<file path="src/rtl/memmap_pkg.sv">
package memmap_pkg;

  // Strobes passed from the control side to the datapath side.
  typedef struct packed {
    logic cfgLoad;   // control register write this cycle
    logic bootHold;  // boot-jump state active
  } mapStrobe_t;

endpackage

</file>
<file path="src/rtl/memmap_ctrl.sv">
module memmap_ctrl
  import memmap_pkg::*;
#(
  parameter int IO_AW = 8,
  parameter logic [IO_AW-1:0] CTL_PORT = 8'h16
) (
  input  logic             clk,
  input  logic             rstN,
  input  logic             ioWr,
  input  logic [IO_AW-1:0] ioAddr,
  input  logic             releaseBit,
  output mapStrobe_t       strobe
);

  logic portHit;
  logic jumpQ;

  assign portHit = ioWr && (ioAddr == CTL_PORT);

  // Boot-jump latch: set by reset, cleared only by a port write with the release bit.
  always_ff @(posedge clk or negedge rstN) begin
    if (!rstN)
      jumpQ <= 1'b1;
    else if (portHit && releaseBit)
      jumpQ <= 1'b0;
  end

  always_comb begin
    strobe.cfgLoad  = portHit;
    strobe.bootHold = jumpQ;
  end

  // the jump state holds unless a qualified release write arrives.
  assert_jump_holds_R3: assert property (@(posedge clk) disable iff (!rstN)
    (jumpQ && !(ioWr && ioAddr == CTL_PORT && releaseBit)) |=> jumpQ);

  // once released, only reset brings the jump state back.
  assert_jump_no_reentry_R3: assert property (@(posedge clk) disable iff (!rstN)
    !jumpQ |=> !jumpQ);

endmodule

</file>
<file path="src/rtl/memmap_datapath.sv">
module memmap_datapath
  import memmap_pkg::*;
#(
  parameter int ADDR_W     = 16,
  parameter int BANK_COUNT = 4,
  parameter int ROM_AW     = 12
) (
  input  logic                  clk,
  input  logic                  rstN,
  input  mapStrobe_t            strobe,
  input  logic [BANK_COUNT-1:0] bankData,
  input  logic                  romOffData,
  input  logic [ADDR_W-1:0]     cpuAddr,
  input  logic                  memRd,
  input  logic                  memWr,
  input  logic                  romIs2k,
  output logic                  ramSel,
  output logic                  romSel,
  output logic                  extMemEn,
  output logic [ROM_AW-1:0]     romAddr,
  output logic [BANK_COUNT-1:0] bankOn,
  output logic                  romOn
);

  localparam int BANK_SEL_W = $clog2(BANK_COUNT);
  localparam int WIN_W      = ADDR_W - ROM_AW;

  logic [BANK_COUNT-1:0] bankReg;
  logic                  romOffReg;
  logic [BANK_COUNT-1:0] bankHit;
  logic                  onboardHit;
  logic                  romWindow;
  logic                  anyCycle;
  logic [ROM_AW-1:0]     romMask;

  // Control register fields; reset leaves all banks on and the ROM on.
  always_ff @(posedge clk or negedge rstN) begin
    if (!rstN) begin
      bankReg   <= '1;
      romOffReg <= 1'b0;
    end else if (strobe.cfgLoad) begin
      bankReg   <= bankData;
      romOffReg <= romOffData;
    end
  end

  // One comparator per bank on the top address bits.
  for (genvar b = 0; b < BANK_COUNT; b++) begin : g_bank
    assign bankHit[b] = (cpuAddr[ADDR_W-1 -: BANK_SEL_W] == BANK_SEL_W'(b));
  end

  assign onboardHit = |(bankHit & bankReg);
  assign romWindow  = &cpuAddr[ADDR_W-1 -: WIN_W];
  assign anyCycle   = memRd | memWr;

  // Half-size ROM drops the top offset bit, so the image mirrors.
  always_comb begin
    romMask = '1;
    if (romIs2k) romMask[ROM_AW-1] = 1'b0;
  end
  assign romAddr = cpuAddr[ROM_AW-1:0] & romMask;

  always_comb begin
    ramSel   = 1'b0;
    romSel   = 1'b0;
    extMemEn = 1'b0;
    if (anyCycle) begin
      if (strobe.bootHold) begin
        if (memRd) romSel   = 1'b1;
        else       extMemEn = 1'b1;
      end else if (memRd && !romOffReg && romWindow) begin
        romSel = 1'b1;
      end else if (onboardHit) begin
        ramSel = 1'b1;
      end else begin
        extMemEn = 1'b1;
      end
    end
  end

  assign bankOn = bankReg;
  assign romOn  = ~romOffReg;

  // responders are mutually exclusive.
  assert_one_responder_R12: assert property (@(posedge clk) disable iff (!rstN)
    $onehot0({ramSel, romSel, extMemEn}));

  // no RAM access during boot-jump.
  assert_no_ram_in_boot_R4: assert property (@(posedge clk) disable iff (!rstN)
    strobe.bootHold |-> !ramSel);

  // idle bus selects nothing.
  assert_idle_quiet_R11: assert property (@(posedge clk) disable iff (!rstN)
    !(memRd || memWr) |-> !(ramSel || romSel || extMemEn));

  // a register write lands on the next edge.
  assert_bank_load_R2: assert property (@(posedge clk) disable iff (!rstN)
    strobe.cfgLoad |=> (bankOn == $past(bankData)));

  // without a write, the enables stay put.
  assert_bank_stable_R2: assert property (@(posedge clk) disable iff (!rstN)
    !strobe.cfgLoad |=> $stable(bankOn) && $stable(romOn));

  // after release, ROM answers only inside its window with ROM on.
  assert_rom_window_R8: assert property (@(posedge clk) disable iff (!rstN)
    (romSel && !strobe.bootHold) |-> (romOn && romWindow && memRd));

endmodule

</file>
<file path="src/rtl/bankmap_ctrl.sv">
module bankmap_ctrl
  import memmap_pkg::*;
#(
  parameter int ADDR_W       = 16,
  parameter int DATA_W       = 8,
  parameter int IO_AW        = 8,
  parameter int BANK_COUNT   = 4,
  parameter int ROM_AW       = 12,
  parameter int ROM_OFF_BIT  = 5,
  parameter int JUMP_BIT     = 6,
  parameter logic [IO_AW-1:0] CTL_PORT = 8'h16
) (
  input  logic                  clk,
  input  logic                  rstN,
  input  logic [ADDR_W-1:0]     cpuAddr,
  input  logic                  memRd,
  input  logic                  memWr,
  input  logic                  ioWr,
  input  logic [IO_AW-1:0]      ioAddr,
  input  logic [DATA_W-1:0]     ioData,
  input  logic                  romIs2k,
  output logic                  ramSel,
  output logic                  romSel,
  output logic                  extMemEn,
  output logic [ROM_AW-1:0]     romAddr,
  output logic [BANK_COUNT-1:0] bankOn,
  output logic                  romOn,
  output logic                  jumpActive
);

  localparam logic [DATA_W-1:0] USED_MASK =
    DATA_W'((1 << BANK_COUNT) - 1) | DATA_W'(1 << ROM_OFF_BIT) | DATA_W'(1 << JUMP_BIT);

  mapStrobe_t strobe;
  logic       unusedIoBits;

  // Don't-care register bits are deliberately left unconnected.
  assign unusedIoBits = ^(ioData & ~USED_MASK);

  memmap_ctrl #(.IO_AW(IO_AW), .CTL_PORT(CTL_PORT)) u_ctrl (
    .clk        (clk),
    .rstN       (rstN),
    .ioWr       (ioWr),
    .ioAddr     (ioAddr),
    .releaseBit (ioData[JUMP_BIT]),
    .strobe     (strobe)
  );

  memmap_datapath #(.ADDR_W(ADDR_W), .BANK_COUNT(BANK_COUNT), .ROM_AW(ROM_AW)) u_dp (
    .clk        (clk),
    .rstN       (rstN),
    .strobe     (strobe),
    .bankData   (ioData[BANK_COUNT-1:0]),
    .romOffData (ioData[ROM_OFF_BIT]),
    .cpuAddr    (cpuAddr),
    .memRd      (memRd),
    .memWr      (memWr),
    .romIs2k    (romIs2k),
    .ramSel     (ramSel),
    .romSel     (romSel),
    .extMemEn   (extMemEn),
    .romAddr    (romAddr),
    .bankOn     (bankOn),
    .romOn      (romOn)
  );

  assign jumpActive = strobe.bootHold;

endmodule

</file>
<file path="config.mk">
export PLATFORM = sky130hd
export DESIGN_NAME = bankmap_ctrl
export DESIGN_NICKNAME = d
export VERILOG_FILES = /design/src/rtl/memmap_pkg.sv /design/src/rtl/memmap_ctrl.sv /design/src/rtl/memmap_datapath.sv /design/src/rtl/bankmap_ctrl.sv
export SDC_FILE = /design/constraint.sdc
export NUM_CORES = 1
export LEC_CHECK = 0
export BUFFER_PORTS_ARGS = -buffer_cell sky130_fd_sc_hd__buf_2
export CELL_PAD_IN_SITES_DETAIL_PLACEMENT = 0
export CELL_PAD_IN_SITES_GLOBAL_PLACEMENT = 1
export CORE_UTILIZATION = 21
export DETAILED_ROUTE_END_ITERATION = 10
export PLACE_DENSITY_LB_ADDON = 0.1
export SLEW_MARGIN = 0
export SYNTH_ARGS = -nofsm -noshare
export SYNTH_HDL_FRONTEND = slang
export SYNTH_SLANG_ARGS = --single-unit
</file>
<file path="constraint.sdc">
create_clock -name clk -period 2.4 [get_ports clk]
set_input_delay 0 -clock clk [delete_from_list [all_inputs] [get_ports clk]]
set_output_delay 0 -clock clk [all_outputs]
set_load 0.1 [all_outputs]
</file>
==> results of run 1 <==
## critical path, delay by kind of cell, from the launching register on
| kind | cells | cell delay [ns] |
|---|---|---|
| AND/OR/NAND/NOR | 1 | 0.60 |
| buffers and inverters | 1 | 0.42 |
| AO/OA/AOI/OAI | 1 | 0.14 |
| flip-flops | 1 | 0.39 |
## sequential cells by signal, summed over array words and instances (netlist names)
| name | cells |
|---|---|
| u_dp.bankOn | 4 |
| u_dp.romOffReg | 1 |
| u_ctrl.jumpQ | 1 |
## cell usage after synthesis (all sizes together)
library cell	n	share of area, %
o31ai	1	2.7
mux2	5	12
nand4	1	1.4
nor2	1	0.82
and4bb	1	2.7
a21o	2	3.3
o21a	1	1.6
nand3b	1	1.6
nor3b	2	5.8
dfrtp	1	5.5
mux4	1	4.9
inv	2	1.6
nor2b	1	1.4
nand4b	1	5.2
dfstp	5	29
nor4b	1	1.9
buf	11	18
## per-layer routing
layer  global-route usage (%)  up-vias
li1                         -      196
met1                     9.40      181
met2                     17.1       28
met3                     5.97       10
met4                     6.86        0
met5                        0        -
## through the flow
step / power [mW] / hold WS (ns) / instance area, um2 / cells / setup slack (ns)
2_1_floorplan: 0.276 / -0.296 / 479 / 38 / 0.128
3_3_place_gp: 0.218 / -0.168 / 601 / 88 / 0.830
3_5_place_dp: 0.218 / -0.167 / 601 / 88 / 0.850
4_1_cts: 0.330 / 0.00118 / 687 / 98 / 0.576
5_1_grt: 0.347 / 0.000147 / 687 / 98 / 0.528
6_report: 0.321 / 0.0000439 / 687 / 98 / 0.609
## cells by family (layout without fill, tap and decap cells)
group           after synthesis  in the layout  synth area share (%)
compound gates                4              4                  7.69
buf+inv                      13             46                  19.8
flops                         6              6                  34.3
mux                           6              6                  17.3
simple gates                  9              9                  20.9
## repair_timing
action,4_1_cts,5_1_grt
hold buffers,6,0
resized for setup,0,0
endpoints found under the hold margin,11,0
## worst max path at each step
stage	start	to	cells past startpoint	slack, ns
after floorplan	u_dp.bankOn[1]	ramSel	2	0.13
after global placement	u_dp.romOffReg	romSel	3	0.83
after detailed placement	u_dp.romOffReg	romSel	3	0.85
after CTS	u_dp.romOffReg	romSel	3	0.58
after global routing	u_dp.romOffReg	romSel	3	0.53
final	u_dp.romOffReg	romSel	3	0.61
## report_power, final
group	internal [mW]	switching [mW]	leakage, nW
Sequential	0.108	0.00329	0.0654
Combinational	0.0381	0.0735	0.300
Clock	0.0629	0.0351	0.0150
## final cells by class
cell class                      count  share of cell area, %
Tap cell                           27                   4.92
Inverter                            2                   1.09
Multi-Input combinational cell     19                   33.9
Clock buffer                        4                   3.83
Sequential cell                     6                   22.8
Timing Repair Buffer               40                   33.5
==> reports/metrics.cfg, run 1 <==
[worst_setup_path]
required_ns=2.40
critPathMaxFanout=3
cp-start-kind=flop
crit_chain=nor3b_1, a21o_1, buf_2
r2r_slack_ns=1.60
r2r-end=u_dp.romOffReg
critPathArrivalTime_ns=1.79
r2r-start=u_dp.romOffReg
rr_worst_depth=1
end_kind=primary output
crit_type=flop to primary output
slowest_delay_ns=0.60
crit_path_top_delay_cell=nor3b_1

[routing]
routed_via_density=4.23
route.met3.wl_um=161
first_pass_iters=4
postRouteAntennaNets=0
wl_met1_um=366
drt_iter0_markers=3
top_layer_used=met4
wl_met2_um=547
drc=0
drt_wl_total_um=1120
via_count=415
wire_per_inst_um=11.4

[timing]
clock.fmax_mhz=558
drv_slew=0
skew_ns=0
final-hold-violation-count=0
setup_viol=0
slew_headroom_pct=51.9
worstMarginPinSlew_ns=0.720
finalCritPeriodShare_pct=74.6
fin_crit_ns=1.79
rsz0062_at_grt=false
finalSetupTns_ns=0

[cts]
cts_buffers=3
cts_sinks=6
cts.reportedPaths.clkPinSlew_ns=0.05
cts_tree=yes
clockBufferDepth=2
cts-htree-levels=1
clock_latency_ns=0.24
cts_root_buf=clkbuf_4
post-cts-setup-buffers=0

[logic_synthesis]
seq_area_frac_synth_pct=34.3
avgSynthCellArea_um2=12.0
ys_warn_count=0
synthCells=38
synth.distinct_cells=18
ys_seq_elements=6
synth_nets=76
syn_area_um2=455

[finish]
final_nets=110
drive_above_1_share_pct=66.2
num_antenna_cells=0
fill_cells=224
areaGrowthSynthToFinish_pct=50.8
layout_common_cells=buf_2 (34), dlygate4sd3_1 (6), mux2_1 (5), dfstp_2 (5), clkbuf_4 (3)
final_common_cell=buf_2
multiInputGateArea_um2=233
fin_util_pct=34.3
seq_area_um2=156

[pwr]
ir_drop_uv=175
power.leakage_nw=0.380
power_density_mw_per_mm2=468

[grt]
grt_remaining_overflow=0
grt_pass1_wl_um=1850
grt_usage_pct=10.3
grt_max_degree=7
antenna_found_initial=0
grt_pass1_vias=400

[floorplanning]
io_pins=59
dieArea_mm2=0.00236
die_y_um=48.6
core_region_area_mm2=0.00200
rows=16
initial_core_util_pct=22.8
die-width_um=48.6

[outcome]
status=complete, no violations

[hold_path]
min_path_type=input pin to primary output
worstHoldEndpoint=romAddr[1]
whs_path_depth=0
hp-start=cpuAddr[1]

[place]
place_hpwl_um=960
io_buffers=34
place_congestion=0.595

[run]
max_cap_violations=0

Power figures use the tool's default switching activity.
==> inputs of run 2 (changes only) <==
--- a/config.mk
+++ b/config.mk
@@ -8,7 +8,7 @@
 export BUFFER_PORTS_ARGS = -buffer_cell sky130_fd_sc_hd__buf_2
 export CELL_PAD_IN_SITES_DETAIL_PLACEMENT = 0
 export CELL_PAD_IN_SITES_GLOBAL_PLACEMENT = 1
-export CORE_UTILIZATION = 21
+export CORE_UTILIZATION = 19
 export DETAILED_ROUTE_END_ITERATION = 10
 export PLACE_DENSITY_LB_ADDON = 0.1
 export SLEW_MARGIN = 0
==> constraint.sdc (replaced) <==
create_clock -name clk -period 1.65 [get_ports clk]
set_input_delay 0 -clock clk [delete_from_list [all_inputs] [get_ports clk]]
set_output_delay 0 -clock clk [all_outputs]
set_load 0.1 [all_outputs]
==> reports/metrics.cfg, run 2 (same netlist as run 1, synthesis figures left out) <==
[timing]
slew_headroom_pct=67.5
hold_slack_ns=0.000772
clock.fmax_mhz=605
setup_slack_ns=-0.00258
finalCritPeriodShare_pct=100
worstMarginPinSlew_ns=0.491
skew_ns=0
setup_viol=1
drv_slew=0
rsz0062_at_grt=true
fin_crit_ns=1.65
final-hold-violation-count=0

[grt]
grt_remaining_overflow=0
grt_max_degree=7
grt_pass1_vias=375
grt_pass1_wl_um=1700
antenna_found_initial=0
grt_usage_pct=9.10

[run]
max_cap_violations=0

[cts]
cts_sinks=6
cts_root_buf=clkbuf_4
cts.reportedPaths.clkPinSlew_ns=0.05
cts_buffers=3
clockBufferDepth=2
cts-htree-levels=1
clock_latency_ns=0.23
cts_tree=yes

[worst_setup_path]
critPathArrivalTime_ns=1.65
critPathMaxFanout=2
cp-start-kind=flop
required_ns=1.65
end_kind=primary output
crit_type=flop to primary output

[routing]
drt_wl_total_um=1110
drt_iter0_markers=4
via_count=423
first_pass_iters=2
wire_per_inst_um=10.8
postRouteAntennaNets=0
drc=0
routed_via_density=4.11

[place]
post-place-ws_ns=0.202
dp_cells=90
place_hpwl_um=957
place_congestion=0.667
io_buffers=34
dpl_cell_area_um2=669

[floorplanning]
core_region_area_mm2=0.00223
rows=17
die_y_um=51.0
initial_core_util_pct=20.4
die-width_um=51.0
io_pins=59
dieArea_mm2=0.00260

[finish]
layout_common_cells=buf_2 (31), dlygate4sd3_1 (6), mux2_1 (5)
finalNonFillerCells=103
drive_above_1_share_pct=68.0
fin_util_pct=34.8
areaGrowthSynthToFinish_pct=70.9
final_common_cell=buf_2
final_nets=114
final_cell_area_um2=778
num_antenna_cells=0
largest_reg_flops=4

[pwr]
power_density_mw_per_mm2=626
power.leakage_nw=0.418
ir_drop_uv=327

[hold_path]
min_path_type=input pin to primary output

[outcome]
status=finished with violations
violations=negative setup slack

run 2: cell types whose count changed in the layout (fill, tap and decap cells not counted), sizes merged:
cell	before	now
buf	34	38
run 2: report_power, final:
group / switching, mW / internal, mW
sequential: 0.00349 / 0.160
clock: 0.0507 / 0.0914
combinational: 0.111 / 0.0704
run 2: per-layer routing:
layer  vias to the layer above  track usage, %  share of wire, %
met3                         0            7.44                14
met2                        29            14.3                53
li1                        201               -                 -
met4                         0            4.17                 0
met1                       193            8.48                33
met5                         -               0                 0
run 2: timing repair:
item | CTS | global route
setup buffers | 2 | 1
hold buffers | 6 | 0
resized for setup | 0 | 0
endpoints found under the hold margin | 11 | 0
pin swaps | 1 | 0
gates cloned | 0 | 0
setup endpoints to repair | 1 | 2
run 2: critical path, cell delays in order, from the launching register on:
cell and delay [ns]:
dfstp_4 0.46, mux4_2 0.51, o31ai_4 0.22, buf_12 0.21
run 2: worst paths after layout:
path | start | endpoint | slack, ns | cells past startpoint
hold / removal | cpuAddr[5] | romAddr[5] | 0.0008 | 0
setup reg to reg | u_dp.bankOn[2] | u_dp.bankOn[2] | 0.70 | 2
setup / recovery | u_dp.bankOn[3] | extMemEn | -0.003 | 3
hold reg to reg | u_ctrl.jumpQ | u_ctrl.jumpQ | 0.51 | 1
min in group asynchronous | rstN | u_dp.romOffReg | 0.11 | 2
max in group asynchronous | rstN | u_ctrl.jumpQ | 1.32 | 2
run 2: per-stage QoR:
stage          power, mW   TNS, ns
6_report           0.487  -0.00258
5_1_grt            0.522   -0.0892
4_1_cts            0.496   -0.0210
3_5_place_dp       0.333         0
3_3_place_gp       0.333         0
2_1_floorplan      0.404    -0.836
run 2: layout make-up:
type	instances	area (um2)
Sequential cell	6	171
Fill cell	247	1460
Inverter	2	7.51
Tap cell	28	35.0
Clock buffer	4	26.3
Timing Repair Buffer	44	305
Multi-Input combinational cell	19	233
==> inputs of run 3 (changes only) <==
--- a/config.mk
+++ b/config.mk
@@ -5,6 +5,7 @@
 export SDC_FILE = /design/constraint.sdc
 export NUM_CORES = 1
 export LEC_CHECK = 0
+export ABC_AREA = 1
 export BUFFER_PORTS_ARGS = -buffer_cell sky130_fd_sc_hd__buf_2
 export CELL_PAD_IN_SITES_DETAIL_PLACEMENT = 0
 export CELL_PAD_IN_SITES_GLOBAL_PLACEMENT = 1
==> reports/metrics.cfg, run 3 <==
[worst_setup_path]
critPathMaxFanout=3
path_common_cell=nand3_1
end_kind=primary output
required_ns=1.65
crit_type=flop to primary output
crit_chain=inv_1, nand2_1, nand3_1, nand3_1, a21oi_4, buf_2
slowest_delay_ns=0.43
critPathArrivalTime_ns=1.55
crit_buf_inv=2
cp_top_family=buffers and inverters
cp-start-kind=flop
crit_path_top_delay_cell=buf_2

[logic_synthesis]
synth.distinct_cells=12
synth_edf_count=0
avgSynthCellArea_um2=6.67
synth_xor_xnor_area_share_pct=0
synth-compound-area-share_pct=11.6
synth_top_area_cell=dfstp_2
yosys-top-cells-count=inv_1 (20), nand2_1 (17), buf_4 (11)
synthTopCellsByArea=dfstp_2 (26%), buf_4 (16%), inv_1 (15%)
syn_area_um2=507
yosys.area_share.adder_pct=0
ys_seq_elements=6
yosys.area_share.simple_pct=24.2
ys_warn_count=0
synth_most_common_cell=inv_1
synthArstFlopShare_pct=100
synthCells=76
synth_nets=114
synth_top_area_share_pct=25.9
muxShareOfSynthArea_pct=0
synth_top_family_by_area=buffers and inverters
seq_area_frac_synth_pct=30.9
ys.flop_type=dfstp_2

[routing]
drc=0
drt_wl_total_um=1100
routed_via_density=3.77
wire_per_inst_um=7.97
first_pass_iters=3
drt_iter0_markers=3
via_count=520
postRouteAntennaNets=0

[pwr]
switchingPower_mw=0.179
power.internal_mw=0.305
pwr-share-comb_pct=35.9
power.leakage_nw=0.435
power_density_mw_per_mm2=648
ir_drop_uv=306
clkPwrFrac_pct=30.7
pwr-share-seq_pct=33.5
total_power_mw=0.484
swShare_pct=37.0

[timing]
setup_slack_ns=0.101
worstMarginPinSlew_ns=0.493
fin_crit_ns=1.55
skew_ns=0
slew_headroom_pct=67.1
hold_slack_ns=0.0000439
rsz0062_at_grt=false
setup_viol=0
clock.fmax_mhz=646
final-hold-violation-count=0
finalCritPeriodShare_pct=93.9
drv_slew=0

[finish]
num_antenna_cells=0
drive_above_1_share_pct=47.2
areaGrowthSynthToFinish_pct=47.4
layout_common_cells=buf_2 (33), inv_1 (20), nand2_1 (16)
final_nets=147
final_common_cell=buf_2
largest_reg_flops=4
final_cell_area_um2=747

[place]
place_hpwl_um=920
dpl_cell_area_um2=661
io_buffers=34
place_congestion=0.675
post-place-ws_ns=0.347

[grt]
use_met1_pct=8.83
grt_remaining_overflow=0
grtUsageMet2_pct=14.8
grt_max_degree=12
grt_usage_pct=8.53
antenna_found_initial=0
grt_pass1_vias=450
top_usage_layer=met2
gr-usage-met3_pct=1.41
grt_pass1_wl_um=1730

[cts]
cts_buffers=3
cts.reportedPaths.clkPinSlew_ns=0.05
cts_sinks=6
clock_latency_ns=0.25
cts_tree=yes
cts-htree-levels=1
clockBufferDepth=2
cts_root_buf=clkbuf_4

[floorplanning]
die-width_um=53.6
io_pins=59
initial_core_util_pct=20.3
dieArea_mm2=0.00288
rows=18
die_y_um=53.6
core_region_area_mm2=0.00250

[run]
max_cap_violations=0

[outcome]
status=complete, no violations

[hold_path]
min_path_type=input pin to primary output

[run 3: what timing repair did]
item,CTS,global route
hold buffers,6,0
endpoints found under the hold margin,11,0
setup buffers,0,0
resized for setup,0,0
[run 3: path summary, 6_finish.rpt]
| kind | start | to | slack (ns) | depth (start not counted) |
|---|---|---|---|---|
| setup reg to reg | u_ctrl.jumpQ | u_ctrl.jumpQ | 0.89 | 2 |
| hold reg to reg | u_dp.bankOn[2] | u_dp.bankOn[2] | 0.49 | 2 |
| hold / removal | cpuAddr[3] | romAddr[3] | 0.00004 | 0 |
| min in group asynchronous | rstN | u_dp.romOffReg | 0.10 | 2 |
| setup / recovery | u_dp.bankOn[1] | extMemEn | 0.10 | 6 |
| max in group asynchronous | rstN | u_dp.bankOn[0] | 1.33 | 2 |
[run 3: logic make-up after synthesis]
| logic type | after synthesis |
|---|---|
| buffers and inverters | 32 |
| flip-flops | 6 |
| AO/OA/AOI/OAI | 8 |
| AND/OR/NAND/NOR | 30 |
[run 3: metrics by stage]
step / setup TNS (ns) / cells / utilization (%)
after CTS: 0 / 138 / 29.9
after global placement: 0 / 128 / 26.4
after detailed placement: 0 / 128 / 26.4
after floorplan: -0.0494 / 76 / -
after global routing: 0 / 138 / 29.9
final: 0 / 138 / 29.9
[run 3: layout make-up]
class,count,area (um2)
Clock buffer,4,26.3
Fill cell,298,1750
Inverter,20,75.1
Multi-Input combinational cell,38,206
Sequential cell,6,156
Tap cell,30,37.5
Timing Repair Buffer,40,245
[run 3: routing by layer]
metal,vias to the layer above,share of wire (%)
met5,-,0
li1,275,-
met1,224,44
met2,19,46
met4,0,1.5
met3,2,8.4
[run 3: power by group through the flow]
| stage | clock network [mW] | registers, mW | logic [mW] |
|---|---|---|---|
| 6_report | 0.148 | 0.162 | 0.174 |
| 5_1_grt | 0.166 | 0.163 | 0.186 |
| 4_1_cts | 0.155 | 0.162 | 0.176 |
| 3_5_place_dp | 0 | 0.164 | 0.165 |
| 3_3_place_gp | 0 | 0.164 | 0.163 |
| 2_1_floorplan | 0 | 0.199 | 0.209 |
